<file path="src/rtl/adc_ssp_pkg.sv">
package adc_ssp_pkg;
   typedef enum logic {
      LAUNCH_RISE = 1'b0,
      LAUNCH_FALL = 1'b1
   } launch_sel_t;
endpackage

</file>
<file path="src/rtl/ssp_sync.sv">
module ssp_sync #(
   parameter int          WIDTH   = 3,
   parameter int          STAGES  = 2,
   parameter logic [WIDTH-1:0] RST_VAL = '0
) (
   input  logic             clk,
   input  logic             rst_n,
   input  logic [WIDTH-1:0] d,
   output logic [WIDTH-1:0] q
);
   if (STAGES < 2) begin : g_bad_stages
      $error("ssp_sync: STAGES must be at least 2");
   end

   for (genvar i = 0; i < WIDTH; i++) begin : g_bit
      logic [STAGES-1:0] ff_q;
      always_ff @(posedge clk or negedge rst_n) begin
         if (!rst_n) ff_q <= {STAGES{RST_VAL[i]}};
         else        ff_q <= {ff_q[STAGES-2:0], d[i]};
      end
      assign q[i] = ff_q[STAGES-1];
   end
endmodule

</file>
<file path="src/rtl/ssp_edge.sv">
module ssp_edge #(
   parameter logic RST_VAL = 1'b0
) (
   input  logic clk,
   input  logic rst_n,
   input  logic lvl,
   output logic rise,
   output logic fall
);
   logic prev_q;

   always_ff @(posedge clk or negedge rst_n) begin
      if (!rst_n) prev_q <= RST_VAL;
      else        prev_q <= lvl;
   end

   assign rise = lvl & ~prev_q;
   assign fall = ~lvl & prev_q;
endmodule

</file>
<file path="src/rtl/ssp_shifter.sv">
module ssp_shifter #(
   parameter int DATA_W = 18
) (
   input  logic              clk,
   input  logic              rst_n,
   input  logic              cs_low,
   input  logic              cs_fall,
   input  logic              launch,
   input  logic              sdin,
   input  logic              twos_fmt,
   input  logic              conv_done,
   input  logic [DATA_W-1:0] conv_data,
   output logic              msb,
   output logic              rd_err
);
   localparam int CNT_W = $clog2(DATA_W + 1);
   localparam logic [CNT_W-1:0] FULL_CNT = CNT_W'(DATA_W);

   logic [DATA_W-1:0] held_q;
   logic [DATA_W-1:0] sr_q;
   logic [CNT_W-1:0]  cnt_q;
   logic              err_q;
   logic              busy;
   logic [DATA_W-1:0] fmt_word;

   assign busy     = cs_low && (cnt_q != '0) && (cnt_q < FULL_CNT);
   assign fmt_word = {conv_data[DATA_W-1] ^ twos_fmt, conv_data[DATA_W-2:0]};

   always_ff @(posedge clk or negedge rst_n) begin
      if (!rst_n) begin
         held_q <= '0;
         sr_q   <= '0;
         cnt_q  <= '0;
         err_q  <= 1'b0;
      end else begin
         err_q <= conv_done && busy;
         if (conv_done && !busy) begin
            held_q <= fmt_word;
            sr_q   <= fmt_word;
            cnt_q  <= '0;
         end else if (cs_fall) begin
            sr_q  <= held_q;
            cnt_q <= '0;
         end else if (launch && cs_low) begin
            sr_q <= {sr_q[DATA_W-2:0], sdin};
            if (cnt_q < FULL_CNT) cnt_q <= cnt_q + 1'b1;
         end
      end
   end

   assign msb    = sr_q[DATA_W-1];
   assign rd_err = err_q;
endmodule

</file>
<file path="src/rtl/adc_slave_port.sv">
module adc_slave_port
   import adc_ssp_pkg::*;
#(
   parameter int DATA_W      = 18,
   parameter int SYNC_STAGES = 2
) (
   input  logic              clk,
   input  logic              rst_n,
   input  logic              sclk_pin,
   input  logic              csn_pin,
   input  logic              sdin_pin,
   input  logic              inv_sclk,
   input  logic              twos_fmt,
   input  logic              conv_done,
   input  logic [DATA_W-1:0] conv_data,
   output logic              sdout,
   output logic              sdout_oe,
   output logic              rd_error
);
   if (DATA_W < 2) begin : g_bad_width
      $error("adc_slave_port: DATA_W must be at least 2");
   end
   if (SYNC_STAGES < 2) begin : g_bad_sync
      $error("adc_slave_port: SYNC_STAGES must be at least 2");
   end

   localparam int N_SYNC = 3;

   logic [N_SYNC-1:0] pins_s;
   logic sclk_s, csn_s, sdin_s;
   logic sclk_rise, sclk_fall, cs_rise_unused_n, cs_fall;
   logic launch;
   logic sr_msb;
   launch_sel_t sel;

   ssp_sync #(
      .WIDTH   (N_SYNC),
      .STAGES  (SYNC_STAGES),
      .RST_VAL (3'b010)
   ) u_sync (
      .clk   (clk),
      .rst_n (rst_n),
      .d     ({sdin_pin, csn_pin, sclk_pin}),
      .q     (pins_s)
   );

   assign sclk_s = pins_s[0];
   assign csn_s  = pins_s[1];
   assign sdin_s = pins_s[2];

   ssp_edge #(.RST_VAL(1'b0)) u_sclk_edge (
      .clk   (clk),
      .rst_n (rst_n),
      .lvl   (sclk_s),
      .rise  (sclk_rise),
      .fall  (sclk_fall)
   );

   ssp_edge #(.RST_VAL(1'b0)) u_cs_edge (
      .clk   (clk),
      .rst_n (rst_n),
      .lvl   (~csn_s),
      .rise  (cs_fall),
      .fall  (cs_rise_unused_n)
   );

   assign sel    = inv_sclk ? LAUNCH_FALL : LAUNCH_RISE;
   assign launch = (sel == LAUNCH_FALL) ? sclk_fall : sclk_rise;

   ssp_shifter #(.DATA_W(DATA_W)) u_shift (
      .clk       (clk),
      .rst_n     (rst_n),
      .cs_low    (~csn_s),
      .cs_fall   (cs_fall & ~cs_rise_unused_n),
      .launch    (launch),
      .sdin      (sdin_s),
      .twos_fmt  (twos_fmt),
      .conv_done (conv_done),
      .conv_data (conv_data),
      .msb       (sr_msb),
      .rd_err    (rd_error)
   );

   assign sdout_oe = ~csn_s;
   assign sdout    = sdout_oe & sr_msb;
endmodule

</file>
<file path="config.mk">
export PLATFORM = sky130hd
export DESIGN_NAME = adc_slave_port
export DESIGN_NICKNAME = d
export VERILOG_FILES = /design/src/rtl/adc_ssp_pkg.sv /design/src/rtl/ssp_sync.sv /design/src/rtl/ssp_edge.sv /design/src/rtl/ssp_shifter.sv /design/src/rtl/adc_slave_port.sv
export SDC_FILE = /design/constraint.sdc
export NUM_CORES = 1
export LEC_CHECK = 0
export BUFFER_PORTS_ARGS = -buffer_cell sky130_fd_sc_hd__buf_2
export CAP_MARGIN = 25
export CORE_MARGIN = 5
export CORE_UTILIZATION = 50
export DETAILED_ROUTE_END_ITERATION = 10
export PLACE_DENSITY = 0.7
export SYNTH_ARGS = -nofsm -noshare
export SYNTH_HDL_FRONTEND = slang
export SYNTH_HIERARCHICAL = 1
export SYNTH_SLANG_ARGS = --single-unit
</file>
<file path="constraint.sdc">
create_clock -name clk -period 5.55 [get_ports clk]
set_clock_uncertainty 0.2 [all_clocks]
set_input_delay 0.8325 -clock clk [delete_from_list [all_inputs] [get_ports clk]]
set_output_delay 0.8325 -clock clk [all_outputs]
set_load 0.02 [all_outputs]
</file>
==> results.cfg, run 1 <==
[yosys]
synth.avg_cell_area_sq_um = 14.4
yosysSeqAreaShare_pct = 50.4
synth_top_area_share_pct = 48.2
synth_async_sr_flop_share_pct = 100
syn_nets = 201
yosysTopAreaCell = dfrtp_1
ys_warn_count = 6
ys_types = 30
synthTopCellsByArea = dfrtp_1 (48%), mux2_2 (14%), mux2_1 (13%), mux2_4 (6.6%), buf_6 (2.3%)
synth_edf_count = 0
netlist_instances = 173
synth_seq_cells = 50
synth_flop_cell = dfrtp_1
syn-cell-area_sq_um = 2490

[sta]
finalHoldViolations = 0
post-route-min-period_ps = 3070
setup_ws_ps = 2480
worstMarginPinSlew_ps = 936
slew_headroom_pct = 37.6
rsz0062_at_grt = false
finalCritPeriodShare_pct = 55.3
slew_viol_final = 0
fmax_ghz = 0.326
fin_setup_tns_ps = 0
hold_ws_ps = 154
setup_violations = 0

[floorplan]
die_h_microns = 80.6
row_count = 25
die_area_sq_um = 6490
pin_count = 29
start_util_pct = 52.0
die_w_microns = 80.6
core_sq_um = 4790

[run_status]
status = finished, final reports clean

[routing]
wl_per_cell_microns = 14.9
wl_microns = 4000
via_per_inst = 5.13
dr.pass1.iters = 2
drc = 0
detailroute.via_count = 1375
dr.first_iter.drc_count = 50
final_antenna_net_count = 0

[grt]
overflow = 0
grt_max_degree = 31
grt_pass1_vias = 1606
antenna_found_initial = 0
grt_usage_pct = 14.7
grt_first_pass_wirelength_microns = 7370

[critical_path]
critPathKind = register to register
required_ps = 5530
cp-end-kind = register
r2r_start = u_shift/cnt_q[1]
rr_worst_depth = 7
cp_slowest_cell = a31oi_4
worst_ep_arrival_time_ps = 3050
rr_endpoint = u_shift/sr_q[14]
start_kind = register
critical-path-top-delay-family = multiplexers
crit_start = u_shift/cnt_q[1]
cp_max_fo = 22
rrSetupSlack_ps = 2480
crit_buf_inv = 2
critPathMaxStageDelay_ps = 540
cp_cell_sequence = inv_1 > ha_1 > or4b_4 > a31oi_4 > buf_4 > mux2_2 > mux2_4

[clocking]
insertion_delay_ps = 290
cts_resized = 0
clk_path_buf_depth = 2
cts_buffers = 5
cts_setup_buffers = 0
clk_pin_slew_ps = 90
htreeDepth = 2
cts_sinks = 50
cts_hold_buf = 0
root_buffer = clkbuf_8
cts_tree = yes

[final_layout]
fin_cells = 268
utilization_pct = 57.3
n_fill_cell = 405
drive_gt1_share_pct = 44.3
diodes = 0
design_area_sq_um = 2740
area_growth_pct = 10.2
final_nets = 228

[power]
p_sw_uw = 201
pwr-share-seq_pct = 53.9
p_comb_share_pct = 20.3
powerDensity_nw_per_um2 = 300
peakVddDrop_uv = 192
total_power_uw = 823
pwr-share-clk_pct = 25.8
swShare_pct = 24.4
power.internal_uw = 622
leakagePower_nw = 1.21

[worst_hold_path]
hold_depth = 0
hp-start = u_sync/g_bit[2].ff_q[0]
min_path_type = register to register
min_to = u_sync/g_bit[2].ff_q[1]

[placed_design]
dpl_worst_slack_ps = 2280
place_area_sq_um = 2640
dp_hpwl_microns = 2870
numPortBuffers = 28
numPlacedInstances = 259
place.gp.congestion = 0.747

[job]
timing.max_cap.violations = 0
[placed cells by master, fill, tap and decap left out, types with 2 or more instances in the layout]
cell type	instances
a21oi_1	3
and2b_2	2
buf_2	28
clkbuf_8	6
dfrtp_1	48
dfstp_2	2
ha_1	2
inv_1	4
mux2_1	28
mux2_2	31
mux2_4	11
mux2i_1	2
nand2_1	3
nor2_1	6
nor2b_1	4
o21ai_0	2
xnor2_1	2
xor2_1	2
[kinds of logic after synthesis]
group	count (synthesis)	share of synthesized area (%)
buffers and inverters	15	4.92
xor gates and xnor gates	4	1.41
and+or+nand+nor	22	5.13
adders and majority gates	2	1.00
AOI/OAI and AO/OA	8	3.07
muxes	72	34.1
DFF	50	50.4
[metal layers]
metal	vias to the layer above	track usage [%]	wire [microns]
li1	663	-	-
met1	684	17.9	1780
met2	22	25.2	2000
met3	6	3.59	170
met4	0	5.41	43
met5	-	0	0
[worst max-delay path by stage]
stage,endpoint,slack (ps),depth (start not counted)
4_1_cts,u_shift/sr_q[3],2260,5
5_1_grt,u_shift/sr_q[12],2330,7
3_5_place_dp,u_shift/sr_q[3],2280,5
2_1_floorplan,u_shift/sr_q[0],2710,9
6_report,u_shift/sr_q[14],2480,7
3_3_place_gp,u_shift/sr_q[5],2380,5
[power groups by stage]
stage	clock network, mW	registers [mW]	logic (mW)
finish	0.213	0.443	0.167
global route	0.238	0.450	0.187
CTS	0.222	0.444	0.170
detailed placement	0	0.451	0.169
global placement	0	0.447	0.159
floorplan	0	0.440	0.139
[sequential cells by signal (all words and copies together) (netlist names)]
signal	count
u_shift/held_q	18
u_shift/rd_err	1
u_sync/g_bit.ff_q	6
u_cs_edge/prev_q	1
u_shift/sr_q	18
u_shift/cnt_q	5
u_sclk_edge/prev_q	1
[synth_stat cells, types with 3 or more instances]
library cell / count
a21oi_1: 3
buf_4: 3
buf_6: 5
dfrtp_1: 48
inv_1: 4
mux2_1: 28
mux2_2: 31
mux2_4: 11
nand2_1: 3
nor2_1: 6
nor2b_1: 5
[cell type report]
| cell class | count | area (sq um) | area share, % |
|---|---|---|---|
| clock inverter | 1 | 5.00 | 0.182 |
| inverter | 4 | 15.0 | 0.547 |
| tap | 67 | 83.8 | 3.06 |
| clock buffer | 7 | 86.3 | 3.15 |
| sequential | 50 | 1250 | 45.7 |
| timing repair buffer | 31 | 183 | 6.66 |
| multi-input combinational | 108 | 1120 | 40.7 |
Power figures use the tool's default switching activity.
==> inputs of run 2 (changes only) <==
--- a/config.mk
+++ b/config.mk
@@ -5,6 +5,7 @@
 export SDC_FILE = /design/constraint.sdc
 export NUM_CORES = 1
 export LEC_CHECK = 0
+export ABC_AREA = 1
 export BUFFER_PORTS_ARGS = -buffer_cell sky130_fd_sc_hd__buf_2
 export CAP_MARGIN = 25
 export CORE_MARGIN = 5
==> constraint.sdc (replaced) <==
create_clock -name clk -period 3.1 [get_ports clk]
set_clock_uncertainty 0.2 [all_clocks]
set_input_delay 0.465 -clock clk [delete_from_list [all_inputs] [get_ports clk]]
set_output_delay 0.465 -clock clk [all_outputs]
set_load 0.02 [all_outputs]
==> run 2 against run 1 <==
Compared with the run above: power grew 65%; die area down 0.26%; routed wire length up 21%; highest routed layer unchanged; fmax up 30%; non-clock buffer count is 3 higher; setup slack worse by 1700 ps; global-route usage is 2.1 points higher; critical path depth increased by 4; sequential share of layout area increased by 0.51 points.
==> results.cfg, run 2 <==
[routing]
wl_microns = 4840
dr.first_iter.drc_count = 100
wl_per_cell_microns = 11.8
final_antenna_net_count = 0
dr.pass1.iters = 4
detailroute.via_count = 2038
via_per_inst = 4.97
drc = 0

[power]
pwr-share-clk_pct = 27.1
p_sw_uw = 380
peakVddDrop_uv = 367
power.internal_uw = 982
p_comb_share_pct = 17.0
leakagePower_nw = 1.54
swShare_pct = 27.9
powerDensity_nw_per_um2 = 502
total_power_mw = 1.36
pwr-share-seq_pct = 55.9

[yosys]
synth_top_area_share_pct = 48.4
synth.avg_cell_area_sq_um = 7.66
ys_types = 23
synth_edf_count = 0
yosys.cell_count.top_type = nand2_1
ys_warn_count = 6
syn_nets = 352
synth_seq_cells = 50
netlist_instances = 324
yosysSeqAreaShare_pct = 50.5
ys_top_cells_by_count = nand2_1 (167), dfrtp_1 (48), nand3_1 (22)
synthTopCellsByArea = dfrtp_1 (48%), nand2_1 (25%), nand4_1 (4.8%), nand3_1 (4.4%), inv_1 (2.6%)
synth_flop_cell = dfrtp_1
yosysTopAreaCell = dfrtp_1
synth_async_sr_flop_share_pct = 100
syn-cell-area_sq_um = 2480

[sta]
post-route-min-period_ps = 2350
fmax_ghz = 0.425
worstMarginPinSlew_ps = 565
finalCritPeriodShare_pct = 75.9
hold_ws_ps = 61.0
slew_viol_final = 0
setup_violations = 0
slew_headroom_pct = 62.3
finalHoldViolations = 0
rsz0062_at_grt = false
fin_setup_tns_ps = 0

[grt]
grt_pass1_vias = 1904
overflow = 0
grt_usage_pct = 16.8
antenna_found_initial = 0
grt_max_degree = 56
grt_first_pass_wirelength_microns = 8450

[critical_path]
cp_cell_sequence = inv_1 > inv_1 > nor2_1 > inv_1 > nor2_1 > buf_4 > inv_1 > buf_12 > nand3_4 > nand2_1 > nand2_1
required_ps = 3090
critPathKind = register to register
critical-path-top-delay-family = buffers and inverters
cp-end-kind = register
crit_buf_inv = 6
critPathMaxStageDelay_ps = 530
path_depth = 11
rr_worst_depth = 11
cp_slowest_cell = dfstp_2
worst_path_most_repeated_cell = inv_1
start_kind = register
worst_ep_arrival_time_ps = 2340
rrSetupSlack_ps = 750
cp_max_fo = 26

[run_status]
status = finished, final reports clean

[placed_design]
numPlacedInstances = 403
place.gp.congestion = 0.780
numPortBuffers = 28
dp_hpwl_microns = 3060

[floorplan]
start_util_pct = 51.9
die_h_microns = 80.5
die_area_sq_um = 6470
row_count = 25
pin_count = 29
die_w_microns = 80.5
core_sq_um = 4790

[final_layout]
final_nets = 372
biggestRegsByFlops = u_shift/held_q x18, u_shift/sr_q x18, u_sync/g_bit.ff_q x6
layout_commonest_cell = nand2_1
area_growth_pct = 9.27
seqCellArea_sq_um = 1250
layout_common_cells = nand2_1 (167), dfrtp_1 (48), buf_2 (28)
multiInputGateArea_sq_um = 1030
n_fill_cell = 453
diodes = 0
fin_cells = 410
drive_gt1_share_pct = 13.1

[worst_hold_path]
min_path_type = input port to register
hold_depth = 1

[job]
timing.max_cap.violations = 0

[clocking]
cts_buffers = 5
htreeDepth = 2
root_buffer = clkbuf_8
clk_path_buf_depth = 2
cts_tree = yes
insertion_delay_ps = 300
clk_pin_slew_ps = 80
cts_setup_buffers = 0
cts_sinks = 50
-- run 2: cell count changes after synthesis, moves of 9 or more --
cell     delta
nand2_1   +164
nand3_1    +21
mux2_1     -28
buf_2       +9
nand4_1    +18
mux2_4     -11
mux2_2     -31
inv_1      +13
-- run 2: metrics by stage --
stage	utilization [%]	worst slack [ps]	area [sq um]
6_report	56.7	748	2710
5_1_grt	56.7	525	2710
4_1_cts	56.7	743	2710
3_5_place_dp	54.7	759	2620
3_3_place_gp	54.7	834	2620
2_1_floorplan	-	1110	2480
-- run 2: final timing paths --
kind	from	end
max	u_sync/g_bit[1].ff_q[1]	u_shift/sr_q[10]
min	csn_pin	u_sync/g_bit[1].ff_q[0]
max reg2reg	u_sync/g_bit[1].ff_q[1]	u_shift/sr_q[10]
min reg2reg	u_sync/g_bit[0].ff_q[0]	u_sync/g_bit[0].ff_q[1]
max in group asynchronous	rst_n	u_shift/held_q[10]
min in group asynchronous	rst_n	u_sync/g_bit[2].ff_q[0]
-- run 2: cell type report --
class                           count  share of cell area [%]
Inverter                           17                    2.35
Timing Repair Buffer               34                    7.38
Clock buffer                        6                    3.04
Tap cell                           67                    3.09
Multi-Input combinational cell    236                    37.9
Sequential cell                    50                    46.2
-- run 2: power groups by stage --
stage | combinational, mW | sequential [mW] | clock, mW
after floorplan | 0.178 | 0.764 | 0
after global placement | 0.229 | 0.771 | 0
after detailed placement | 0.233 | 0.772 | 0
after CTS | 0.235 | 0.760 | 0.387
after global routing | 0.272 | 0.769 | 0.415
final | 0.232 | 0.761 | 0.369
-- run 2: logic make-up (layout without fill, tap and decap cells) --
group	after synthesis	in the layout	share of synthesized area [%]
AND/OR/NAND/NOR	225	225	38.4
buffers and inverters	38	57	8.06
XOR/XNOR	1	1	0.353
AO/OA/AOI/OAI	8	8	1.71
flip-flops	50	50	50.5
adder cells (fa/ha/maj)	2	2	1.01
-- run 2: routing by layer --
layer  vias to the layer above  track usage [%]  part of all wire (%)
li1                       1053                -                     -
met1                       942             21.2                    49
met2                        41             27.2                    46
met3                         2             5.27                   4.7
met4                         0             5.91                  0.60
met5                         -                0                     0
-- run 2: repair_timing --
item	4_1_cts	5_1_grt
endpoints found under the hold margin	22	0
hold buffers	1	0
resized for setup	0	0
